==> src/rtl/victim_buf.sv <==
module victim_buf #(
  parameter int N      = 4,
  parameter int TAG_W  = 32,
  parameter int DATA_W = 64
) (
  input  logic              clk,
  input  logic              rst_n,
  input  logic              ins_valid,
  output logic              ins_ready,
  input  logic [TAG_W-1:0]  ins_tag,
  input  logic [DATA_W-1:0] ins_data,
  input  logic              ins_dirty,
  input  logic              lk_valid,
  input  logic [TAG_W-1:0]  lk_tag,
  output logic              rsp_valid,
  output logic              rsp_hit,
  output logic [DATA_W-1:0] rsp_data,
  output logic              rsp_dirty,
  output logic              wb_valid,
  input  logic              wb_ready,
  output logic [TAG_W-1:0]  wb_tag,
  output logic [DATA_W-1:0] wb_data
);
  localparam int IW = (N > 1) ? $clog2(N) : 1;

  logic [TAG_W-1:0]  tag_q  [N];
  logic [DATA_W-1:0] data_q [N];
  logic [N-1:0]      dirty_q;
  logic [N-1:0]      vld_q;
  logic [IW-1:0]     rank_q [N];

  logic [N-1:0]  match;
  logic [IW-1:0] hit_idx, free_idx, old_idx, slot, hit_rank;
  logic          lk_hit, full, old_dirty, do_ins, wb_fire;

  for (genvar g = 0; g < N; g++) begin : g_cmp
    assign match[g] = vld_q[g] && (tag_q[g] == lk_tag);
  end

  always_comb begin
    hit_idx  = '0;
    free_idx = '0;
    old_idx  = '0;
    hit_rank = '0;
    for (int i = N - 1; i >= 0; i--) begin
      if (match[i]) begin
        hit_idx  = IW'(i);
        hit_rank = rank_q[i];
      end
      if (!vld_q[i]) free_idx = IW'(i);
      if (vld_q[i] && rank_q[i] == IW'(N - 1)) old_idx = IW'(i);
    end
  end

  assign lk_hit    = lk_valid && (|match);
  assign full      = &vld_q;
  assign old_dirty = dirty_q[old_idx];
  assign ins_ready = !(full && old_dirty && !lk_hit);
  assign do_ins    = ins_valid && ins_ready;
  assign wb_valid  = ins_valid && !ins_ready;
  assign wb_fire   = wb_valid && wb_ready;
  assign wb_tag    = tag_q[old_idx];
  assign wb_data   = data_q[old_idx];
  assign slot      = lk_hit ? hit_idx : (full ? old_idx : free_idx);

  always_ff @(posedge clk) begin
    if (!rst_n) begin
      vld_q <= '0;
      for (int i = 0; i < N; i++) rank_q[i] <= '0;
    end else begin
      for (int i = 0; i < N; i++) begin
        if (do_ins && slot == IW'(i)) begin
          vld_q[i]  <= 1'b1;
          rank_q[i] <= '0;
        end else if (lk_hit && hit_idx == IW'(i)) begin
          vld_q[i] <= 1'b0;
        end else if (wb_fire && old_idx == IW'(i)) begin
          vld_q[i] <= 1'b0;
        end else if (vld_q[i]) begin
          rank_q[i] <= rank_q[i] - IW'(lk_hit && rank_q[i] > hit_rank) + IW'(do_ins);
        end
      end
    end
  end

  always_ff @(posedge clk) begin
    if (do_ins) begin
      tag_q[slot]   <= ins_tag;
      data_q[slot]  <= ins_data;
      dirty_q[slot] <= ins_dirty;
    end
  end

  always_ff @(posedge clk) begin
    if (!rst_n) begin
      rsp_valid <= 1'b0;
      rsp_hit   <= 1'b0;
      rsp_data  <= '0;
      rsp_dirty <= 1'b0;
    end else begin
      rsp_valid <= lk_valid;
      rsp_hit   <= lk_hit;
      rsp_data  <= lk_hit ? data_q[hit_idx] : '0;
      rsp_dirty <= lk_hit && dirty_q[hit_idx];
    end
  end
endmodule

==> config.mk <==
export PLATFORM = sky130hd
export DESIGN_NAME = victim_buf
export DESIGN_NICKNAME = d
export VERILOG_FILES = /design/src/rtl/victim_buf.sv
export SDC_FILE = /design/constraint.sdc
export NUM_CORES = 1
export LEC_CHECK = 0
export BUFFER_PORTS_ARGS = -buffer_cell sky130_fd_sc_hd__buf_4
export CAP_MARGIN = 10
export CORE_ASPECT_RATIO = 1.2
export CORE_UTILIZATION = 31
export CTS_CLUSTER_DIAMETER = 40
export CTS_CLUSTER_SIZE = 28
export DETAILED_ROUTE_END_ITERATION = 10
export PLACE_DENSITY_LB_ADDON = 0.1
export SLEW_MARGIN = 20
export SYNTH_ARGS = -nofsm -noshare
export SYNTH_HDL_FRONTEND = slang
export SYNTH_SLANG_ARGS = --single-unit
==> constraint.sdc <==
create_clock -name clk -period 9.55 [get_ports clk]
set_input_delay 2.3875 -clock clk [delete_from_list [all_inputs] [get_ports clk]]
set_output_delay 2.3875 -clock clk [all_outputs]
set_load 0.01 [all_outputs]
# Word level (Yosys, flattened, before mapping)
# Memories as Yosys holds them, arrays and structs flattened. A register that Yosys moved wholly into a read port is not among the register bits.
# Cells that the tools add are included.
# totals
register_bits,11
mem_bits_rw,392
output_inout_bits,165
word_cells,181
mem_count,3
# memory_table
memory,depth,width,rd,rd_clocked_by_memory_dff,wr,line,rtl
data_q,4,64,2,1,1,27,logic [DATA_W-1:0] data_q [N];
tag_q,4,32,5,0,1,26,logic [TAG_W-1:0] tag_q [N];
rank_q,4,2,4,0,4,30,logic [IW-1:0] rank_q [N];
# op_classes
n_addsub,8
magnitude_cmp,8
n_eq_ne,17
mux,84
bitwise_logic,8
n_reduce_logical,45
# ops
op,count
32-bit == test,4
1-bit 2-to-1 mux,54
2-bit 2-to-1 mux,26
1-bit logical AND,32
2-bit == test (second input constant),10
3-bit nonzero test,4
2-bit by 3-bit less-than comparator with 1-bit output (second input constant),3
2-bit by 1-bit adder with 2-bit output,4
2-bit greater-than comparator,4
1-bit bitwise OR,8
2-bit by 1-bit subtractor with 2-bit output,4
2-bit by 1-bit == test with 1-bit output (second input constant),3
2-bit logical NOT,3
1-bit binary-select mux with 2-bit select,2
4-bit bitwise mux,1
4-bit AND reduction,1
4-bit OR reduction,1
1-bit logical NOT,3
1-bit demux with 2-bit select,1
2-bit by 1-bit >= comparator with 1-bit output (second input constant),1
2-bit AND reduction,1

# Depth between registers and ports, before layout
# Gate-level depths: netlist of run 1.
# logic_depth
depth_word,19
ltp_mapped,19

# Worst setup path after synthesis of run 1
# OpenSTA, ideal clock, no wires.
# synth_path
path_type,input port to flip-flop
from,input lk_tag[6]
to,memory rank_q[0][0] (netlist bit) (data pin)
setup_ns,0.363
arrival_time_ns,6.344
t_required_ns,9.187
setup_slack_ns,2.843
stages,10
n_path_buf,1
cell_sequence,xor2_1 > nor4_1 > nand4_1 > or4_1 > clkbuf_1 > nand2_1 > a22oi_1 > or3_1 > inv_1 > nor3_1
# synth_rtl
element,line,rtl
from (decl),14,"input logic [TAG_W-1:0] lk_tag,"
to (decl),30,

# Worst setup path after layout of run 1
# layout_path
from,input lk_tag[1]
to,output wb_valid
# layout_between
elab_chain_len,7
elab_cells_between_ends,13
classes_between,eq/ne: 4; reduce/logical: 9
# layout_lines
element,line,rtl
32-bit == test,37,assign match[g] = vld_q[g] && (tag_q[g] == lk_tag);
1-bit logical AND,37,
4-bit OR reduction *,55,assign lk_hit = lk_valid && (|match);
1-bit logical AND *,55,
1-bit logical NOT *,58,assign ins_ready = !(full && old_dirty && !lk_hit);
1-bit logical AND *,58,
1-bit logical AND *,60,assign wb_valid = ins_valid && !ins_ready;
to (decl),19,"output logic wb_valid,"
# Mark *: on every way between the ends. The rest lies on a longest branch, timed or not.

==> results of run 1 <==
## cell families (layout without fill, tap and decap cells)
family / count (synthesis) / after routing / share of synthesized area [%]
buf+inv: 96 / 461 / 1.95
compound gates: 301 / 301 / 9.53
fa+ha+maj: 16 / 16 / 0.991
other cells: 0 / 1 / 0
mux: 226 / 226 / 11.2
xor+xnor: 136 / 136 / 5.90
simple gates: 154 / 154 / 4.52
flops: 467 / 467 / 65.9
## where the power goes
group	internal, mW	total [mW]	switching, mW
Sequential	2.28	2.32	0.0366
Clock	1.61	2.60	0.984
Combinational	0.133	0.340	0.208
Total	4.03	5.26	1.23
## registers in the layout, indices dropped and copies added (netlist names)
signal,count
rank_q,8
rsp_hit,1
rsp_dirty,1
rsp_data,64
dirty_q,4
data_q,256
tag_q,128
rsp_valid,1
vld_q,4
## area by class of cell
cell class | count | area share [%]
Clock inverter | 50 | 2.29
Timing Repair Buffer | 315 | 9.35
Antenna cell | 1 | 0.00969
Tap cell | 832 | 4.03
Multi-Input combinational cell | 833 | 25.4
Sequential cell | 467 | 51.6
Clock buffer | 75 | 6.98
Inverter | 21 | 0.334
## worst paths after layout
path	startpoint	end	slack [ps]	cells after the start
max	lk_tag[1]	wb_valid	2390	9
min	data_q[3][57]$_DFFE_PP_	rsp_data[57]$_SDFF_PN0_	550	2
max reg2reg	vld_q[1]$_SDFFE_PN0P_	data_q[3][45]$_DFFE_PP_	4880	10
min reg2reg	data_q[3][57]$_DFFE_PP_	rsp_data[57]$_SDFF_PN0_	550	2
## per-stage QoR
step | util [%] | instance area [µm²] | hold WS [ps]
detailed placement | 36.3 | 23400 | 539
CTS | 40.1 | 25800 | 552
global placement | 36.3 | 23400 | 541
finish | 40.1 | 25800 | 550
floorplan | - | 20200 | 506
global route | 40.1 | 25800 | 585
## worst min-delay path, stage by stage (launching register included)
cell	delay [ps]
sky130_fd_sc_hd__edfxtp_1	340
sky130_fd_sc_hd__mux2i_1	70
sky130_fd_sc_hd__o22ai_1	110
## synthesized netlist by cell type, drive strengths merged (2+ instances only)
library cell / number
inv: 20
dfxtp: 71
nand2b: 2
edfxtp: 396
and4: 3
buf: 28
a22oi: 98
a21oi: 13
nand4b: 4
nor4: 43
nor2: 12
ha: 16
or3: 4
clkbuf: 47
nor3: 15
nand3: 21
or4: 4
mux2i: 226
nor4b: 5
nand2: 20
nand4: 12
xor2: 102
o21bai: 2
a211oi: 4
xnor2: 34
o211ai: 2
o22ai: 66
and3: 5
o21ai: 103
## per-layer routing
layer | global-route usage [%] | up-vias
met5 | 0 | -
met4 | 7.07 | 8
met3 | 5.18 | 123
met2 | 36.5 | 435
met1 | 23.6 | 6872
li1 | - | 6144
==> Flow_metrics.wiki, run 1 <==
{| class="wikitable"
! Metric !! Value
|-
| Outcome || completed
|-
| Met3 wire length || 4380 µm
|-
| Sequential cell area || 0.0133 mm²
|-
| Number of input and output port buffers inserted || 298
|-
| Crit-path slowest cell || sky130_fd_sc_hd__nor3_1
|-
| Leakage || 9.72 nW
|-
| Last weighted congestion value of the routability-driven placer || 0.935
|-
| Chip Width || 235 µm
|-
| Hold-fix buffer count after cts || 0
|-
| Fraction of synthesized cell area taken by the top area cell type || 58.9%
|-
| Min-Delay Path Class || flop to flop
|-
| TritonCTS clock tree || built
|-
| Drt total wl || 68500 µm
|-
| Quantity of gates resized following cts || 0
|-
| Total via count after detailed routing || 13600
|-
| Final net count || 1857
|-
| Synth Net Count || 1546
|-
| Slew at the pin with the worst max-slew slack || 1140 ps
|-
| Die outline area || 0.0662 mm²
|-
| Finish-stage setup viols || 0
|-
| Leading cell type in the layout, fill and taps excluded || sky130_fd_sc_hd__edfxtp_1
|-
| Cells along the critical path || buf_4 -> xor2_1 -> nor4_1 -> nand4_1 -> nor3_1 -> o41ai_4 -> nand2_1 -> nor2_1 -> buf_4
|-
| Period utilisation layout || 75.0%
|-
| Predominant post-synthesis flop cell || sky130_fd_sc_hd__edfxtp_1
|-
| Met1 routed wirelength after detailed routing || 27100 µm
|-
| CTS H-Tree Depth || 3
|-
| Cell occurring most often along the worst timing path || sky130_fd_sc_hd__buf_4
|-
| Overall power of the completed layout || 5.26 mW
|-
| Maximum vdd ir drop || 0.152 mV
|-
| Post-Place Worst Slack || 2450 ps
|-
| Ys Warns || 0
|-
| Most frequent cells in the layout || sky130_fd_sc_hd__edfxtp_1, sky130_fd_sc_hd__buf_4, sky130_fd_sc_hd__mux2i_1
|-
| Number of global-route vias before repair || 14200
|-
| Pin count of the biggest net entering global routing || 131
|-
| Combined global-route utilization of all metal layers || 20.4%
|-
| Synth async-reset ratio || 0%
|-
| Buf/Inv on CP || 2
|-
| Reg clk slew, reported paths || 60 ps
|-
| Final period demand of the worst path || 7160 ps
|-
| Area contributors post-synth || sky130_fd_sc_hd__edfxtp_1, sky130_fd_sc_hd__mux2i_1, sky130_fd_sc_hd__dfxtp_1
|-
| Fillers || 5998
|-
| Count of flip-flops with a built-in enable after synthesis || 396
|-
| Grt total ovfl || 0
|-
| Crit path launch type || input port
|-
| Avg Cell Area, Syn || 14.5 µm²
|-
| Maximum root-to-sink buffer count || 3
|-
| Number of unique standard cell types used by synthesis || 54
|-
| TritonCTS Buffers || 69
|-
| CP peak stage delay || 690 ps
|-
| Detail-routed via count per cell || 5.24
|-
| Num Clock Sinks || 467
|-
| I/O pins || 299
|-
| Kind of end point of the critical path || output pin
|-
| Met2 Wirelength || 35200 µm
|-
| Max-capacitance violation count || 0
|-
| Setup total negative slack || 0 ps
|-
| Arrival time reported for the critical path endpoint || 4780 ps
|-
| Starting utilization of the core area || 31.3%
|-
| Post-placement cell count || 2468
|-
| Layout Area Growth over Synthesis || 27.8%
|-
| Final Worst Setup Slack || 2390 ps
|-
| DRC errors left || 0
|-
| Post-Synthesis Cell Area || 0.0202 mm²
|-
| Initial DRC Count || 757
|-
| Wire length of the first global-routing pass || 98000 µm
|-
| Die boundary height || 282 µm
|-
| Detail Route Antenna Nets || 0
|-
| Crit Path Class || input port to output pin
|-
| Setup Fix Bufs, Post-CTS || 0
|-
| Portion of the post-synthesis area used by sequential elements || 65.9%
|-
| Max FO, Critical Path || 9
|-
| Max frequency || 140 MHz
|-
| Antenna violations before repair || 5
|-
| Final Skew || 35.5 ps
|-
| Share of cells above drive strength 1 || 25.7%
|-
| Placeable Area || 0.0644 mm²
|-
| Clk Latency, worst-skew pair || 610 ps
|-
| Data required time at the worst endpoint || 7160 ps
|-
| Pins Over Slew Limit || 0
|-
| DR WL/cell || 26.4 µm
|-
| Non-filler cells, final || 2594
|-
| Final Hold Fails || 0
|-
| Setup repair after global routing missed its margin || false
|-
| Uppermost signal routing layer after detailed routing || met5
|-
| Synthesized instance count || 1396
|-
| Normalized max-slew margin || 23.7%
|-
| Seq cells post-synth || 467
|-
| Top Family by Delay on Critical Path || simple AND/OR/NAND/NOR gates
|-
| DR pass1 iterations || 5
|-
| Multi-input combinational cell area || 0.00657 mm²
|-
| Number of standard-cell rows in the floorplan || 102
|-
| Post-synth top area cell || sky130_fd_sc_hd__edfxtp_1
|-
| DP HPWL || 44900 µm
|-
| Buffer cell driving the clock tree root || sky130_fd_sc_hd__clkbuf_16
|-
| Power density normalized to cell area || 204 mW/mm²
|}
Note: power is estimated with default switching activity, not from simulation.
==> inputs of run 2 (changes only) <==
==> constraint.sdc (replaced) <==
create_clock -name clk -period 7 [get_ports clk]
set_input_delay 1.75 -clock clk [delete_from_list [all_inputs] [get_ports clk]]
set_output_delay 1.75 -clock clk [all_outputs]
set_load 0.01 [all_outputs]
==> Flow_metrics.wiki, run 2 (same netlist as run 1, synthesis figures left out) <==
{| class="wikitable"
! Metric !! Value
|-
| Outcome || completed
|-
| Combined global-route utilization of all metal layers || 20.3%
|-
| Cell occurring most often along the worst timing path || sky130_fd_sc_hd__buf_4
|-
| Initial DRC Count || 741
|-
| Finish-stage setup viols || 0
|-
| Wire length of the first global-routing pass || 97800 µm
|-
| Maximum vdd ir drop || 0.214 mV
|-
| Max FFs per register || 256
|-
| Starting utilization of the core area || 31.3%
|-
| Grt total ovfl || 0
|-
| Buffer cell driving the clock tree root || sky130_fd_sc_hd__clkbuf_16
|-
| DR pass1 iterations || 7
|-
| Post-placement cell count || 2485
|-
| Worst hold slack after final layout || 554 ps
|-
| Max-capacitance violation count || 0
|-
| Min-Delay Path Class || flop to flop
|-
| Normalized max-slew margin || 30.8%
|-
| Clk Latency, worst-skew pair || 620 ps
|-
| Setup repair after global routing missed its margin || false
|-
| DP HPWL || 45400 µm
|-
| DR WL/cell || 26.0 µm
|-
| TritonCTS Buffers || 76
|-
| CTS H-Tree Depth || 3
|-
| Leading cell type in the layout, fill and taps excluded || sky130_fd_sc_hd__edfxtp_1
|-
| Period utilisation layout || 85.3%
|-
| Number of standard-cell rows in the floorplan || 102
|-
| Die outline area || 0.0662 mm²
|-
| Setup Fix Bufs, Post-CTS || 0
|-
| Power density normalized to cell area || 288 mW/mm²
|-
| Non-filler cells, final || 2628
|-
| Total via count after detailed routing || 13600
|-
| Detail-routed via count per cell || 5.19
|-
| Arrival time reported for the critical path endpoint || 4220 ps
|-
| Drt total wl || 68300 µm
|-
| Chip Width || 235 µm
|-
| Max FO, Critical Path || 9
|-
| Final net count || 1881
|-
| Most frequent cells in the layout || sky130_fd_sc_hd__edfxtp_1, sky130_fd_sc_hd__buf_4, sky130_fd_sc_hd__mux2i_1
|-
| Crit-path slowest cell || sky130_fd_sc_hd__o41ai_4
|-
| Maximum root-to-sink buffer count || 3
|-
| TritonCTS clock tree || built
|-
| Area after DPL || 0.0236 mm²
|-
| Leakage || 9.99 nW
|-
| Share of cells above drive strength 1 || 26.9%
|-
| Number of global-route vias before repair || 14100
|-
| Final Hold Fails || 0
|-
| CP peak stage delay || 750 ps
|-
| Quantity of gates resized following cts || 0
|-
| Met2 track demand over resource in global routing || 34.8%
|-
| DRC errors left || 0
|-
| Die boundary height || 282 µm
|-
| Setup total negative slack || 0 ps
|-
| Slew at the pin with the worst max-slew slack || 1040 ps
|-
| Kind of end point of the critical path || output pin
|-
| Area of all placed cells without fillers || 0.0264 mm²
|-
| Overall power of the completed layout || 7.59 mW
|-
| Reg clk slew, reported paths || 50 ps
|-
| Pin count of the biggest net entering global routing || 62
|-
| I/O pins || 299
|-
| Num Clock Sinks || 467
|-
| Global routing usage on met1 || 25.2%
|-
| Last weighted congestion value of the routability-driven placer || 0.919
|-
| Register name with the most flops || data_q
|-
| Crit path launch type || input port
|-
| Layout Area Growth over Synthesis || 30.5%
|-
| Detail Route Antenna Nets || 0
|-
| Final period demand of the worst path || 5970 ps
|-
| Placeable Area || 0.0644 mm²
|-
| Cells along the critical path || buf_4 -> xor2_1 -> nor4_1 -> and4_1 -> and3_4 -> o41ai_4 -> nand2_1 -> nor2_1 -> buf_4
|-
| Hold-fix buffer count after cts || 0
|-
| Largest registers || data_q (256), tag_q (128), rsp_data (64)
|-
| Antenna violations before repair || 5
|-
| Max frequency || 167 MHz
|-
| Most Used Layer, Global Route || met2
|-
| GR Layer Usage met3 || 5.29%
|-
| Final Skew || 24.1 ps
|-
| Register-to-register path setup slack || 2410 ps
|-
| Number of input and output port buffers inserted || 298
|-
| Pins Over Slew Limit || 0
|-
| Data required time at the worst endpoint || 5250 ps
|-
| Crit Path Class || input port to output pin
|}
## run 2: cell count changes in the layout (fill, tap and decap cells not counted), sizes merged
cell / previous run / this run
buf: 315 / 332
clkinv: 18 / 23
clkinvlp: 10 / 11
clkbuf: 75 / 84
bufinv: 8 / 11
inv: 35 / 34
## run 2: layout make-up
cell class                 count  area [µm²]
timing repair buffer         332        2620
inverter                      21        86.3
clock buffer                  84        1960
antenna                        1        2.50
sequential                   467       13300
multi-input combinational    833        6570
clock inverter                58         766
tap                          832        1040
fill                        5960       38100
## run 2: power breakdown
part / switching [mW] / leakage, nW / internal [mW]
combinational: 0.288 / 4.46 / 0.185
sequential: 0.0479 / 4.22 / 3.12
clock: 1.46 / 1.30 / 2.49
## run 2: layer usage
metal  share of wire, %  routed length [µm]
met4                1.8                1220
met5              0.089                  61
met2                 50               33800
met3                7.0                4800
met1                 42               28400
## run 2: worst max-delay path, delay by kind of cell
family                    cells  cell delay, ps
and+or+nand+nor               5            1020
xor gates and xnor gates      1             430
AOI/OAI and AO/OA             1             750
buffers and inverters         2             260
## run 2: per-stage QoR
stage                     setup WS [ps]  util, %
after global placement             1100     36.7
after CTS                          1080     40.9
final                              1030     40.9
after floorplan                     931        -
after detailed placement           1080     36.7
after global routing                912     40.9
## run 2: final timing paths
check                                from                       to  depth (start not counted)
setup reg to reg    vld_q[3]$_SDFFE_PN0P_  data_q[3][33]$_DFFE_PP_                          9
setup / recovery               lk_tag[13]                 wb_valid                          9
hold reg to reg   data_q[3][43]$_DFFE_PP_  rsp_data[43]$_SDFF_PN0_                          2
hold / removal    data_q[3][43]$_DFFE_PP_  rsp_data[43]$_SDFF_PN0_                          2
